`src/rtl/ets_pkg.sv`:
```
package ets_pkg;
    typedef enum logic [2:0] {
        ST_IDLE,
        ST_WAIT,
        ST_HOLD,
        ST_GRAB,
        ST_STREAM,
        ST_DONE
    } ets_state_t;
endpackage

```
`src/rtl/ets_edge.sv`:
```
module ets_edge (
    input  logic clk,
    input  logic rst_n,
    input  logic sig_in,
    output logic rise
);
    logic cur_q;
    logic prev_q;

    always_ff @(posedge clk or negedge rst_n) begin
        if (!rst_n) begin
            cur_q  <= 1'b0;
            prev_q <= 1'b0;
        end else begin
            cur_q  <= sig_in;
            prev_q <= cur_q;
        end
    end

    assign rise = cur_q & ~prev_q;
endmodule

```
`src/rtl/ets_delay.sv`:
```
module ets_delay #(
    parameter int unsigned CW = 8
) (
    input  logic          clk,
    input  logic          rst_n,
    input  logic          load,
    input  logic [CW-1:0] load_val,
    input  logic          run,
    output logic          expire
);
    logic [CW-1:0] cnt_q;

    always_ff @(posedge clk or negedge rst_n) begin
        if (!rst_n) begin
            cnt_q <= '0;
        end else if (load) begin
            cnt_q <= load_val;
        end else if (run && cnt_q != '0) begin
            cnt_q <= cnt_q - 1'b1;
        end
    end

    assign expire = (cnt_q == CW'(1));

    // a one-step delay expires right after loading
    p_one_step_r3: assert property (@(posedge clk) disable iff (!rst_n)
        load && load_val == CW'(1) |=> expire);
endmodule

```
`src/rtl/ets_sampler.sv`:
```
module ets_sampler #(
    parameter int unsigned DW   = 8,
    parameter int unsigned NPTS = 256
) (
    input  logic          clk,
    input  logic          rst_n,
    input  logic          arm,
    input  logic          mode_rt,
    input  logic          cont,
    input  logic          trig,
    input  logic [DW-1:0] adc_data,
    output logic          adc_strobe,
    output logic          fifo_wr,
    output logic [DW-1:0] fifo_wdata,
    input  logic          fifo_empty,
    output logic          done
);
    import ets_pkg::*;

    localparam int unsigned IW = (NPTS > 2) ? $clog2(NPTS) : 1;
    localparam logic [IW-1:0] LAST_IDX = IW'(NPTS - 1);

    ets_state_t    state_q, state_d;
    logic [IW-1:0] idx_q;
    logic          mode_q, cont_q;
    logic          trig_rise, dly_expire, last_pt, start;
    logic          et_wr, rt_wr;

    ets_edge u_edge (
        .clk    (clk),
        .rst_n  (rst_n),
        .sig_in (trig),
        .rise   (trig_rise)
    );

    ets_delay #(.CW(IW)) u_delay (
        .clk      (clk),
        .rst_n    (rst_n),
        .load     (state_q == ST_WAIT && trig_rise),
        .load_val (idx_q),
        .run      (state_q == ST_HOLD),
        .expire   (dly_expire)
    );

    assign last_pt = (idx_q == LAST_IDX);

    always_comb begin
        state_d = state_q;
        unique case (state_q)
            ST_IDLE: begin
                if (arm) state_d = mode_rt ? ST_STREAM : ST_WAIT;
            end
            ST_WAIT: begin
                if (trig_rise) state_d = (idx_q == '0) ? ST_GRAB : ST_HOLD;
            end
            ST_HOLD: begin
                if (dly_expire) state_d = ST_GRAB;
            end
            ST_GRAB: begin
                state_d = last_pt ? ST_DONE : ST_WAIT;
            end
            ST_STREAM: begin
                if (last_pt) state_d = ST_DONE;
            end
            ST_DONE: begin
                if (arm) state_d = mode_rt ? ST_STREAM : ST_WAIT;
                else if (cont_q && fifo_empty) state_d = mode_q ? ST_STREAM : ST_WAIT;
            end
            default: state_d = ST_IDLE;
        endcase
    end

    assign start = (state_q == ST_IDLE || state_q == ST_DONE) &&
                   (state_d == ST_WAIT || state_d == ST_STREAM);

    always_ff @(posedge clk or negedge rst_n) begin
        if (!rst_n) begin
            state_q <= ST_IDLE;
            idx_q   <= '0;
            mode_q  <= 1'b0;
            cont_q  <= 1'b0;
        end else begin
            state_q <= state_d;
            if (start) begin
                idx_q <= '0;
            end else if (state_q == ST_GRAB || state_q == ST_STREAM) begin
                idx_q <= idx_q + 1'b1;
            end
            if (arm && (state_q == ST_IDLE || state_q == ST_DONE)) begin
                mode_q <= mode_rt;
                cont_q <= cont;
            end
        end
    end

    always_comb begin
        et_wr      = (state_q == ST_GRAB);
        rt_wr      = (state_q == ST_STREAM);
        fifo_wr    = mode_q ? rt_wr : et_wr;
        adc_strobe = fifo_wr;
        fifo_wdata = adc_data;
        done       = (state_q == ST_DONE);
    end

    p_done_quiet_r7: assert property (@(posedge clk) disable iff (!rst_n)
        done |-> !fifo_wr && !adc_strobe);

    p_first_point_r2: assert property (@(posedge clk) disable iff (!rst_n)
        state_q == ST_WAIT && trig_rise && idx_q == '0 |=> adc_strobe);

    p_hold_ignores_trig_r4: assert property (@(posedge clk) disable iff (!rst_n)
        state_q == ST_HOLD && !dly_expire |=> state_q == ST_HOLD);

    p_one_write_r5: assert property (@(posedge clk) disable iff (!rst_n)
        fifo_wr && !mode_q |=> !fifo_wr);

    p_stream_run_r6: assert property (@(posedge clk) disable iff (!rst_n)
        state_q == ST_STREAM && !last_pt |=> fifo_wr);

    p_single_hold_r8: assert property (@(posedge clk) disable iff (!rst_n)
        done && !cont_q && !arm |=> done);

    p_rearm_r9: assert property (@(posedge clk) disable iff (!rst_n)
        done && cont_q && fifo_empty |=> !done);
endmodule

```
`config.mk`:
```
export PLATFORM = sky130hd
export DESIGN_NAME = ets_sampler
export DESIGN_NICKNAME = d
export VERILOG_FILES = /design/src/rtl/ets_pkg.sv /design/src/rtl/ets_edge.sv /design/src/rtl/ets_delay.sv /design/src/rtl/ets_sampler.sv
export SDC_FILE = /design/constraint.sdc
export NUM_CORES = 1
export LEC_CHECK = 0
export ABC_AREA = 1
export BUFFER_PORTS_ARGS = -buffer_cell sky130_fd_sc_hd__buf_2
export CAP_MARGIN = 20
export CORE_UTILIZATION = 51
export CTS_CLUSTER_DIAMETER = 40
export DETAILED_ROUTE_END_ITERATION = 6
export GPL_TIMING_DRIVEN = 1
export HOLD_SLACK_MARGIN = 0.15
export PLACE_DENSITY = 0.76
export SLEW_MARGIN = 20
export SYNTH_ARGS = -nofsm -noshare
export SYNTH_HDL_FRONTEND = slang
export SYNTH_SLANG_ARGS = --single-unit
```
`constraint.sdc`:
```
create_clock -name clk -period 1.3 [get_ports clk]
set_input_delay 0.26 -clock clk [delete_from_list [all_inputs] [get_ports clk]]
set_output_delay 0.26 -clock clk [all_outputs]
set_load 0.1 [all_outputs]
```
==> results.py <==
metrics = {
    "clock_tree": {
        "cts_tree": "yes",
        "cts_buffers": 3,
        "path_clk_slew_ns": 0.13,
        "clockBufferDepth": 2,
        "clock_latency_ns": 0.32,
        "clock_sinks": 23,
        "htreeDepth": 1,
        "cts_root_buf": "clkbuf_4",
    },
    "setup_path": {
        "rr_endpoint": "idx_q[1]",
        "rr_worst_depth": 11,
        "reg2reg_slack_ns": -0.35,
        "r2r-start": "state_q[0]",
        "crit_path_end_kind": "primary output",
        "path_max_fanout": 3,
        "arrival_ns": 1.49,
        "crit_end": "adc_strobe",
        "worstSetupPathType": "reg2out",
        "start_kind": "flip-flop",
        "crit_required_ns": 1.04,
        "cp-startpoint": "state_q[2]",
    },
    "routing": {
        "drt_first_pass_iters": 4,
        "drtIter0Drc": 88,
        "vias": 1542,
        "drc": 0,
        "post_drt_via_cell_ratio": 4.90,
        "wl_per_cell_um": 12.4,
        "ant_nets": 0,
        "wl_mm": 3.91,
    },
    "logic_synthesis": {
        "avgSynthCellArea_um2": 7.49,
        "syn_nets": 235,
        "ys.warnings.count": 0,
        "synth.area.top_cells": "dfrtp_1 36%, nand2_1 12%, inv_1 7.9%",
        "syn-instance-count": 215,
        "yosysSeqAreaShare_pct": 35.7,
        "synth_area_mm2": 0.00161,
        "ys_seq_elements": 23,
        "yosysTopAreaCell": "dfrtp_1",
        "synth.top_cell.area_share_pct": 35.7,
        "synth.distinct_cells": 31,
    },
    "min_path": {
        "min_path_type": "in2reg",
    },
    "floorplan": {
        "dieArea_mm2": 0.00339,
        "rows": 20,
        "die_height_um": 58.2,
        "pin_count": 26,
        "die_w_um": 58.2,
        "start_util_pct": 53.2,
        "core_mm2": 0.00303,
    },
    "global_routing": {
        "grt_max_degree": 24,
        "grt_pass1_vias": 1485,
        "grt_overflow": 0,
        "grt_pass1_wl_mm": 6.47,
        "met3_usage_pct": 3.13,
        "antenna_found_initial": 0,
        "grtUsageMet1_pct": 31.0,
        "grt-busiest-layer": "met2",
        "track_usage_pct": 25.3,
        "met2_usage_pct": 44.0,
    },
    "sta": {
        "fin_crit_sh_pct": 134,
        "fmax_mhz": 573,
        "setup_violations": 22,
        "max_slew.worst_pin.slew_ns": 0.528,
        "hold_viol_final": 0,
        "rsz0062_at_grt": "yes",
        "drv_slew": 0,
        "finalCriticalPeriod_ns": 1.75,
        "setup_slack_ns": -0.447,
        "tns_ns": -6.05,
        "finClkSkew_ns": 0.00165,
        "relSlewSlack_pct": 64.8,
    },
    "finish": {
        "diodes": 0,
        "design_area_mm2": 0.00221,
        "layout-drive-gt1-share_pct": 39.5,
        "areaGrowthSynthToFinish_pct": 37.1,
        "fin_nets": 292,
    },
    "power_and_ir_drop": {
        "peakVddDrop_uv": 1110,
        "cellPowerDensity_mw_per_mm2": 2020,
        "cellLeakagePower_nw": 1.20,
        "power_w": 0.00446,
    },
    "run_status": {
        "status": "finished, violations left",
        "failed_checks": "setup timing",
    },
    "placement": {
        "dpl-instance-area_mm2": 0.00201,
        "portBuffers": 9,
        "place_hpwl_mm": 2.56,
        "place_congestion": 0.859,
    },
    "flow_run": {
        "cap_violations": 0,
    },
}
registers in the layout, indices dropped and copies added (netlist names):
| register | count |
|---|---|
| cont_q | 1 |
| state_q | 3 |
| mode_q | 1 |
| u_edge.cur_q | 1 |
| idx_q | 8 |
| u_delay.cnt_q | 8 |
| u_edge.prev_q | 1 |
critical path, stage by stage (launching register included):
cell and delay, ns:
dfrtp_2 0.46, inv_2 0.10, nand3_4 0.09, inv_2 0.08, nand2_1 0.11, o21ai_4 0.12
buf_12 0.21
metrics by stage:
stage,worst slack (ns),instances,hold WS [ns],util (%)
2_1_floorplan,-0.504,215,-0.0356,-
3_3_place_gp,-0.194,297,0.258,66.4
3_5_place_dp,-0.224,297,0.268,66.4
4_1_cts,-0.402,313,0.154,72.1
5_1_grt,-0.517,315,0.171,72.9
6_report,-0.447,315,0.166,72.9
cells by family (layout without fill, tap and decap cells):
group	Yosys count	count (layout)	share of synthesized area, %
compound gates	23	23	8.55
xor+xnor	9	9	4.90
fa+ha+maj	5	5	3.89
buf+inv	49	105	14.1
flops	23	23	35.7
mux	1	1	0.699
simple gates	105	105	32.2
worst min-delay path by stage:
stage / startpoint / to / slack, ns / depth (start not counted)
5_1_grt: cont / cont_q / 0.17 / 2
3_3_place_gp: rst_n / u_delay.cnt_q[6] / 0.26 / 1
4_1_cts: cont / cont_q / 0.15 / 2
3_5_place_dp: rst_n / u_delay.cnt_q[6] / 0.27 / 1
6_report: cont / cont_q / 0.17 / 2
2_1_floorplan: rst_n / cont_q / -0.04 / 0
repair_timing:
item	4_1_cts	5_1_grt
endpoints found under the hold margin	24	0
buffers inserted	10	2
hold buffers	2	0
resized for setup	15	4
pin swaps	9	2
endpoints found under the setup margin	21	23
metal layers:
layer / part of all wire (%) / vias up
li1: - / 769
met1: 43 / 736
met5: 0 / -
met4: 2.4 / 0
met2: 52 / 27
met3: 2.6 / 10
cell usage after synthesis (all sizes together):
library cell,number
nand2,63
inv,36
dfrtp,23
nor2,23
nand3,15
o21ai,14
buf,11
xor2,9
ha,5
o211ai,4
nand4,3
a21boi,1
a21oi,1
a31oi,1
clkbuf,1
clkinv,1
mux2,1
nand3b,1
o21bai,1
o31ai,1
cells in the final DEF (no fill, tap or decap), drive strengths merged:
cell type / n
clkbuf: 3
o31ai: 1
clkinv: 2
a31oi: 1
inv: 35
o211ai: 4
a21boi: 1
clkinvlp: 1
nand2: 63
xor2: 9
nand4: 3
dlygate4sd3: 2
o21bai: 1
dfrtp: 23
nand3b: 1
buf: 62
a21oi: 1
nand3: 15
o21ai: 14
nor2: 23
ha: 5
mux2: 1
where the power goes:
part / switching [W] / leakage (nW) / internal [W]
logic: 0.00163 / 0.890 / 0.00138
registers: 0.000175 / 0.294 / 0.000931
clock network: 0.000226 / 0.0177 / 0.000115
cell type report:
cell class | instances | area (µm²)
multi-input combinational | 143 | 876
inverter | 37 | 143
timing repair buffer | 64 | 527
sequential | 23 | 579
tap | 44 | 55.1
clock buffer | 3 | 22.5
fill | 235 | 821
clock inverter | 1 | 5.00
No activity file was read; power rests on OpenSTA's default activity.
